File: config.mk
export PLATFORM = sky130hd
export DESIGN_NAME = mfc_regs
export DESIGN_NICKNAME = d
export VERILOG_FILES = /design/src/rtl/mfc_pkg.sv /design/src/rtl/mfc_sync.sv /design/src/rtl/mfc_delta.sv /design/src/rtl/mfc_ctrl.sv /design/src/rtl/mfc_regs.sv
export SDC_FILE = /design/constraint.sdc
export NUM_CORES = 1
export LEC_CHECK = 0
export ABC_CLOCK_PERIOD_IN_PS = 1400
export BUFFER_PORTS_ARGS = -buffer_cell sky130_fd_sc_hd__buf_2
export CAP_MARGIN = 15
export CELL_PAD_IN_SITES_DETAIL_PLACEMENT = 1
export CELL_PAD_IN_SITES_GLOBAL_PLACEMENT = 1
export CORE_AREA = 2 2 39 41
export DETAILED_ROUTE_END_ITERATION = 10
export DIE_AREA = 0 0 41 43
export GPL_ROUTABILITY_DRIVEN = 0
export PLACE_DENSITY = 0.76
export REMOVE_ABC_BUFFERS = 1
export SETUP_SLACK_MARGIN = 0.2
export SLEW_MARGIN = 5
export SYNTH_ARGS = -nofsm -noshare
export SYNTH_HDL_FRONTEND = slang
export SYNTH_HIERARCHICAL = 1
export SYNTH_SLANG_ARGS = --single-unit
export TNS_END_PERCENT = 20
File: constraint.sdc
create_clock -name clk -period 1.4 [get_ports clk]
set_input_delay 0.14 -clock clk [delete_from_list [all_inputs] [get_ports clk]]
set_output_delay 0.14 -clock clk [all_outputs]
set_load 0.005 [all_outputs]
File: src/rtl/mfc_pkg.sv
package mfc_pkg;
  localparam logic ADDR_STATUS = 1'b0;
  localparam logic ADDR_CTRL   = 1'b1;
  localparam int   BIT_CTS     = 0;
  localparam int   BIT_DCTS    = 1;
  localparam int   BIT_RTS     = 0;
  localparam int   BIT_IE      = 1;
endpackage

File: src/rtl/mfc_sync.sv
module mfc_sync #(
  parameter int   STAGES  = 2,
  parameter logic RST_VAL = 1'b1
) (
  input  logic clk,
  input  logic rst_n,
  input  logic d,
  output logic q
);
  logic [STAGES-1:0] chain;

  for (genvar i = 0; i < STAGES; i++) begin : g_stage
    if (i == 0) begin : g_first
      always_ff @(posedge clk or negedge rst_n)
        if (!rst_n) chain[0] <= RST_VAL;
        else        chain[0] <= d;
    end else begin : g_next
      always_ff @(posedge clk or negedge rst_n)
        if (!rst_n) chain[i] <= RST_VAL;
        else        chain[i] <= chain[i-1];
    end
  end

  assign q = chain[STAGES-1];
endmodule

File: src/rtl/mfc_delta.sv
module mfc_delta (
  input  logic clk,
  input  logic rst_n,
  input  logic level,
  input  logic clr,
  output logic flag
);
  logic prev_q;
  logic change;

  always_ff @(posedge clk or negedge rst_n)
    if (!rst_n) prev_q <= 1'b1;
    else        prev_q <= level;

  assign change = level ^ prev_q;

  always_ff @(posedge clk or negedge rst_n)
    if (!rst_n)      flag <= 1'b0;
    else if (change) flag <= 1'b1;
    else if (clr)    flag <= 1'b0;

  a_r3_change_sets: assert property (@(posedge clk) disable iff (!rst_n)
    (level != prev_q) |=> flag);
  a_r4_flag_sticky: assert property (@(posedge clk) disable iff (!rst_n)
    (flag && !clr) |=> flag);
  a_r4_clear_works: assert property (@(posedge clk) disable iff (!rst_n)
    (clr && !change) |=> !flag);
endmodule

File: src/rtl/mfc_ctrl.sv
module mfc_ctrl #(
  parameter int DATA_W = 8
) (
  input  logic              clk,
  input  logic              rst_n,
  input  logic              wr,
  input  logic [DATA_W-1:0] wdata,
  output logic              rts,
  output logic              ie
);
  import mfc_pkg::*;

  always_ff @(posedge clk or negedge rst_n)
    if (!rst_n) begin
      rts <= 1'b0;
      ie  <= 1'b0;
    end else if (wr) begin
      rts <= wdata[BIT_RTS];
      ie  <= wdata[BIT_IE];
    end

  a_r8_ctrl_holds: assert property (@(posedge clk) disable iff (!rst_n)
    !wr |=> ($stable(rts) && $stable(ie)));
endmodule

File: src/rtl/mfc_regs.sv
module mfc_regs #(
  parameter bit FLOW_EN     = 1'b1,
  parameter int SYNC_STAGES = 2,
  parameter int DATA_W      = 8
) (
  input  logic              clk,
  input  logic              rst_n,
  input  logic              cts_n,
  output logic              rts_n,
  output logic              irq,
  input  logic              host_wr,
  input  logic              host_addr,
  input  logic [DATA_W-1:0] host_wdata,
  output logic [DATA_W-1:0] host_rdata
);
  import mfc_pkg::*;

  if (FLOW_EN) begin : g_on
    logic cts_n_sync, dcts, rts, ie;
    logic wr_stat, wr_ctrl;
    logic [DATA_W-1:0] stat_word, ctrl_word;
    logic unused_wdata;

    assign wr_stat = host_wr && (host_addr == ADDR_STATUS);
    assign wr_ctrl = host_wr && (host_addr == ADDR_CTRL);
    assign unused_wdata = ^host_wdata;

    mfc_sync #(.STAGES(SYNC_STAGES), .RST_VAL(1'b1)) u_sync (
      .clk(clk), .rst_n(rst_n), .d(cts_n), .q(cts_n_sync));

    mfc_delta u_delta (
      .clk(clk), .rst_n(rst_n), .level(cts_n_sync), .clr(wr_stat), .flag(dcts));

    mfc_ctrl #(.DATA_W(DATA_W)) u_ctrl (
      .clk(clk), .rst_n(rst_n), .wr(wr_ctrl), .wdata(host_wdata),
      .rts(rts), .ie(ie));

    always_comb begin
      stat_word = '0;
      stat_word[BIT_CTS]  = ~cts_n_sync;
      stat_word[BIT_DCTS] = dcts;
      ctrl_word = '0;
      ctrl_word[BIT_RTS]  = rts;
      ctrl_word[BIT_IE]   = ie;
    end

    assign host_rdata = (host_addr == ADDR_CTRL) ? ctrl_word : stat_word;
    assign rts_n      = ~rts;
    assign irq        = dcts & ie;

    a_r6_rts_follows_write: assert property (@(posedge clk) disable iff (!rst_n)
      wr_ctrl |=> (rts_n == !$past(host_wdata[BIT_RTS])));
    a_r7_irq_needs_enable: assert property (@(posedge clk) disable iff (!rst_n)
      !ie |-> !irq);
  end else begin : g_off
    logic unused_in;
    assign unused_in  = ^{clk, rst_n, cts_n, host_wr, host_addr, host_wdata};
    assign host_rdata = '0;
    assign rts_n      = 1'b1;
    assign irq        = 1'b0;
  end
endmodule

==> reports/results.txt, run 1 <==
Final WS setup: 0.247 ns
Startpoint types: register
DR pass1 iterations: 1
Power Density: 1160 nW/um^2
Outcome: completed
GRT Util Overall: 0.0629
Antenna violations before repair: 0
Worst hold path depth: 2
WL per Instance: 7.50 um
Finished Layout Cells: 56
Cells after Synth: 25
Register area share after synthesis: 0.526
Vias: 200
Mapped cell area: 293 um^2
HP Start: host_wdata[0]
R2R Path End: g_on.u_delta/flag$_DFFE_PN0P_
Syn avg cell area: 11.7 um^2
Setup violators final: 0
Die Area: 1760 um^2
Peak VDD IR: 578 uV
Post-DP HPWL: 354 um
# Post-CTS Setup Buffers: 0
Peak Freq: 868 MHz
Antenna Violating Nets Remaining: 0
R2R Setup Slk: 0.55 ns
Routed WL: 420 um
Endpoints failing hold: 0
Leakage power: 0.194 nW
Height of the chip: 43 um
Critical Path Sink Type: primary output
First-pass GRT wire length: 690 um
Yosys warns: 6
Finished Cell Area: 383 um^2
Synth unique cells: 14
Antenna diodes: 0
Worst Path Arrival: 1.01 ns
Number of H-tree levels: 1
Placed insts: 50
Yosys reg bits: 6
Hold Path Sink: g_on.u_ctrl/rts$_DFFE_PN0P_
RSZ-0062 raised after global routing: false
Layout cells sized above 1: 0.525
RR Startpoint: g_on.u_sync/q$_DFF_PN1_
Area grow syn2layout: 30.8%
Finished Core Util: 0.277
Clock Latency Late Sink: 0.24 ns
I/O Buffers: 10
Reg clk slew, reported paths: 0.05 ns
Area after DPL: 337 um^2
HP Class: in -> reg
Die W: 41 um
Grt ovf: 0
Min Tclk post-route: 1.15 ns
Fillers: 165
Initial drt markers: 0
Setup TNS: 0 ns
Via/cell ratio: 3.57
Initial Util: 0.212
CTS Buf Count: 3
CTS tree: done
Largest net degree at the start of global routing: 7
Cells on worst reg2reg path: 2
Bufs on Longest Clock Path: 2
Number of global-route vias before repair: 175
Crit share post-route: 0.823
NumNets Final: 54
Max-Cap Viols: 0
Power consumption: 442 uW
CP required: 1.26 ns
Clock sinks: 6
Place WS: 0.499 ns
CORE AREA: 1380 um^2
WS Path Type: reg -> out
Final hold slack: 0.127 ns
IO Count: 23
DRC violation count after routing: 0
Pins Over Slew Limit: 0
Layout Skew: 0.00461 ns
Worst-path fanout max: 3
Root buf cell: clkbuf_4
Row count: 14
==> worst max-delay path by stage <==
stage	from	cells past startpoint	endpoint	slack (ns)
2_1_floorplan	g_on.u_sync/q$_DFF_PN1_	2	g_on.u_delta/flag$_DFFE_PN0P_	0.59
3_3_place_gp	g_on.u_ctrl/ie$_DFFE_PN0P_	2	host_rdata[1]	0.50
3_5_place_dp	g_on.u_ctrl/ie$_DFFE_PN0P_	2	host_rdata[1]	0.50
4_1_cts	g_on.u_ctrl/ie$_DFFE_PN0P_	2	host_rdata[1]	0.23
5_1_grt	g_on.u_delta/flag$_DFFE_PN0P_	2	host_rdata[1]	0.20
6_report	g_on.u_ctrl/ie$_DFFE_PN0P_	2	host_rdata[1]	0.25
==> state kept, by name, summed over array words and instances, names as in the netlist <==
signal / count
g_on.u_ctrl/rts: 1
g_on.u_delta/prev_q: 1
g_on.u_ctrl/ie: 1
g_on.u_delta/flag: 1
g_on.u_sync/q: 1
g_on.u_sync/chain: 1
==> worst max-delay path, cell delays in order (launching register included) <==
cell     delay, ns
dfrtp_1       0.39
mux2_4        0.26
buf_2         0.12
==> Yosys cell counts <==
master   instances  share of area
and2_1           1          0.021
and2_2           1          0.026
and2b_2          1          0.030
buf_4            6           0.15
conb_1           1          0.013
dfrtp_1          3           0.26
dfstp_2          3           0.27
inv_1            2          0.026
mux2_2           2          0.077
mux2_4           1          0.051
nand2_1          1          0.013
o21ai_0          1          0.017
o21ai_1          1          0.017
xnor2_1          1          0.030
==> metal layers <==
layer / vias to the layer above / track usage / part of all wire
li1: 96 / - / -
met4: 0 / 0.0400 / 0
met2: 8 / 0.0875 / 0.51
met1: 96 / 0.0631 / 0.40
met5: - / 0 / 0
met3: 0 / 0.0471 / 0.090
==> placed cells by master (no fill, tap or decap), drive strengths merged <==
cell         netlist  layout
dfstp              3       3
conb               1       6
and2               2       2
xnor2              1       1
inv                2       2
nand2              1       1
and2b              1       1
dlygate4sd3        0       2
clkbuf             0       4
dfrtp              3       3
o21ai              2       2
buf                6      10
mux2               3       3
==> final cells by class <==
cell class | instances | area, um^2 | area share
Clock buffer | 4 | 26.3 | 0.0686
Inverter | 2 | 7.51 | 0.0196
Multi-Input combinational cell | 16 | 105 | 0.275
Sequential cell | 6 | 154 | 0.402
Tap cell | 16 | 20.0 | 0.0523
Timing Repair Buffer | 12 | 70.1 | 0.183
==> power by group <==
part	internal, mW	total [mW]	switching (mW)
Sequential	0.193	0.204	0.0106
Combinational	0.0428	0.0700	0.0272
Clock	0.108	0.168	0.0605
Total	0.344	0.442	0.0982
==> logic make-up (layout without fill, tap and decap cells) <==
group,after synthesis,after routing,share of synthesized area
multiplexers,3,3,0.128
other,1,6,0.0128
AND/OR/NAND/NOR,4,4,0.0898
flip-flops,6,6,0.526
AO/OA/AOI/OAI,2,2,0.0342
XOR/XNOR,1,1,0.0299
buffers and inverters,8,18,0.179
==> timing repair <==
action,CTS,global route
endpoints found under the hold margin,7,0
setup endpoints to repair,0,1
resized for setup,0,1
hold buffers,2,0
(Power assumes the default switching activity.)
==> run 2, diff against run 1 <==
--- a/config.mk
+++ b/config.mk
@@ -5,16 +5,15 @@
 export SDC_FILE = /design/constraint.sdc
 export NUM_CORES = 1
 export LEC_CHECK = 0
-export ABC_CLOCK_PERIOD_IN_PS = 1400
+export ABC_CLOCK_PERIOD_IN_PS = 950
 export BUFFER_PORTS_ARGS = -buffer_cell sky130_fd_sc_hd__buf_2
 export CAP_MARGIN = 15
 export CELL_PAD_IN_SITES_DETAIL_PLACEMENT = 1
 export CELL_PAD_IN_SITES_GLOBAL_PLACEMENT = 1
-export CORE_AREA = 2 2 39 41
+export CORE_UTILIZATION = 22
 export DETAILED_ROUTE_END_ITERATION = 10
-export DIE_AREA = 0 0 41 43
 export GPL_ROUTABILITY_DRIVEN = 0
-export PLACE_DENSITY = 0.76
+export PLACE_DENSITY = 0.79
 export REMOVE_ABC_BUFFERS = 1
 export SETUP_SLACK_MARGIN = 0.2
 export SLEW_MARGIN = 5
==> constraint.sdc (replaced) <==
create_clock -name clk -period 0.95 [get_ports clk]
set_input_delay 0.095 -clock clk [delete_from_list [all_inputs] [get_ports clk]]
set_output_delay 0.095 -clock clk [all_outputs]
set_load 0.005 [all_outputs]
==> reports/results.txt, run 2 (synthesized netlist as in run 1, its figures left out) <==
Layout cells sized above 1: 0.550
Row count: 12
Number of global-route vias before repair: 219
GRT Util Overall: 0.0959
Layout Skew: 0.0115 ns
RSZ-0062 raised after global routing: true
Number of H-tree levels: 1
Setup violators final: 3
IO Count: 23
Outcome: finished with violations
Pins Over Slew Limit: 0
Most common cell after layout, fill and taps aside: buf_2
CORE AREA: 1170 um^2
WL per Instance: 10.1 um
Worst path max stage delay: 0.38 ns
Clock sinks: 6
HP Class: in -> reg
Setup TNS: -0.300 ns
Worst-path cell chain: mux2_4 > buf_6
Final WS setup: -0.160 ns
Met2 usage: 0.179
Antenna Violating Nets Remaining: 0
Clock Latency Late Sink: 0.24 ns
Violated checks: setup timing
Peak VDD IR: 727 uV
Crit share post-route: 1.17
Max-Cap Viols: 0
CTS Buf Count: 3
Slowest stage cell, crit path: dfrtp_1
Worst Path Arrival: 1.02 ns
Largest net degree at the start of global routing: 7
CP required: 0.85 ns
# Post-CTS Setup Buffers: 0
CP bufs+invs: 1
Area grow syn2layout: 35.9%
Met3 Use GR: 0.0523
Antenna violations before repair: 0
Critical Path Sink Type: primary output
Routed WL: 543 um
Via/cell ratio: 3.85
Root buf cell: clkbuf_4
DR pass1 iterations: 1
Most frequent cells in the layout: buf_2 (9), conb_1 (6)
Vias: 208
Final hold slack: 0.0789 ns
Antenna diodes: 0
Initial Util: 0.250
DRC violation count after routing: 0
Die Area: 1480 um^2
Leakage power: 0.205 nW
Height of the chip: 38.5 um
Bufs on Longest Clock Path: 2
Peak Freq: 901 MHz
CTS tree: done
Busiest layer in global routing: met2
Power Density: 1700 nW/um^2
Die W: 38.5 um
Endpoints failing hold: 0
Min Tclk post-route: 1.11 ns
Reg clk slew, reported paths: 0.05 ns
Worst-path fanout max: 3
Startpoint types: register
Grt ovf: 0
Initial drt markers: 0
WS Path Type: reg -> out
Grt met1 use: 0.0870
I/O Buffers: 10
Crit path max-delay family: flip-flops
First-pass GRT wire length: 883 um
NumNets Final: 54
-- run 2: cell counts in the layout (fill, tap and decap cells not counted) --
No cell type changed its count.
-- run 2: routing by layer --
layer / routed length (um) / vias up / part of all wire
met3: 41 / 0 / 0.076
met5: 0 / - / 0
met1: 197 / 101 / 0.36
met2: 303 / 12 / 0.56
met4: 0 / 0 / 0
li1: - / 95 / -
-- run 2: final cells by class --
type | count | area, um^2
Multi-Input combinational cell | 16 | 116
Tap cell | 14 | 17.5
Clock buffer | 4 | 26.3
Inverter | 2 | 7.51
Fill cell | 146 | 773
Sequential cell | 6 | 154
Timing Repair Buffer | 12 | 76.3
-- run 2: power breakdown --
part	leakage, nW	internal (mW)	switching, mW
Combinational	0.125	0.0786	0.0473
Clock	0.0150	0.159	0.0909
Sequential	0.0650	0.285	0.0157
-- run 2: path summary, 6_finish.rpt --
check	start	endpoint	slack (ns)	cells past startpoint
max reg2reg	g_on.u_sync/q$_DFF_PN1_	g_on.u_delta/flag$_DFFE_PN0P_	0.11	2
min	host_wdata[1]	g_on.u_ctrl/ie$_DFFE_PN0P_	0.08	2
min reg2reg	g_on.u_sync/chain[0]$_DFF_PN1_	g_on.u_sync/q$_DFF_PN1_	0.36	0
max in group asynchronous	rst_n	g_on.u_delta/prev_q$_DFF_PN1_	0.52	2
max	g_on.u_delta/flag$_DFFE_PN0P_	host_rdata[1]	-0.16	2
min in group asynchronous	rst_n	g_on.u_ctrl/rts$_DFFE_PN0P_	0.19	2
-- run 2: stage by stage --
stage / util / power (mW) / std cells / worst slack, ns / area, um^2
after floorplan: - / 0.354 / 24 / 0.139 / 267
after global placement: 0.285 / 0.398 / 48 / 0.109 / 334
after detailed placement: 0.285 / 0.403 / 48 / 0.0937 / 334
after CTS: 0.337 / 0.686 / 54 / -0.175 / 394
after global routing: 0.340 / 0.724 / 54 / -0.201 / 398
final: 0.340 / 0.676 / 54 / -0.160 / 398
-- run 2: what timing repair did --
action                                 in CTS  in global routing
pin swaps                                   2                  0
setup endpoints to repair                   7                  7
gates resized for setup                     4                  1
hold buffers                                2                  0
endpoints found under the hold margin       7                  0
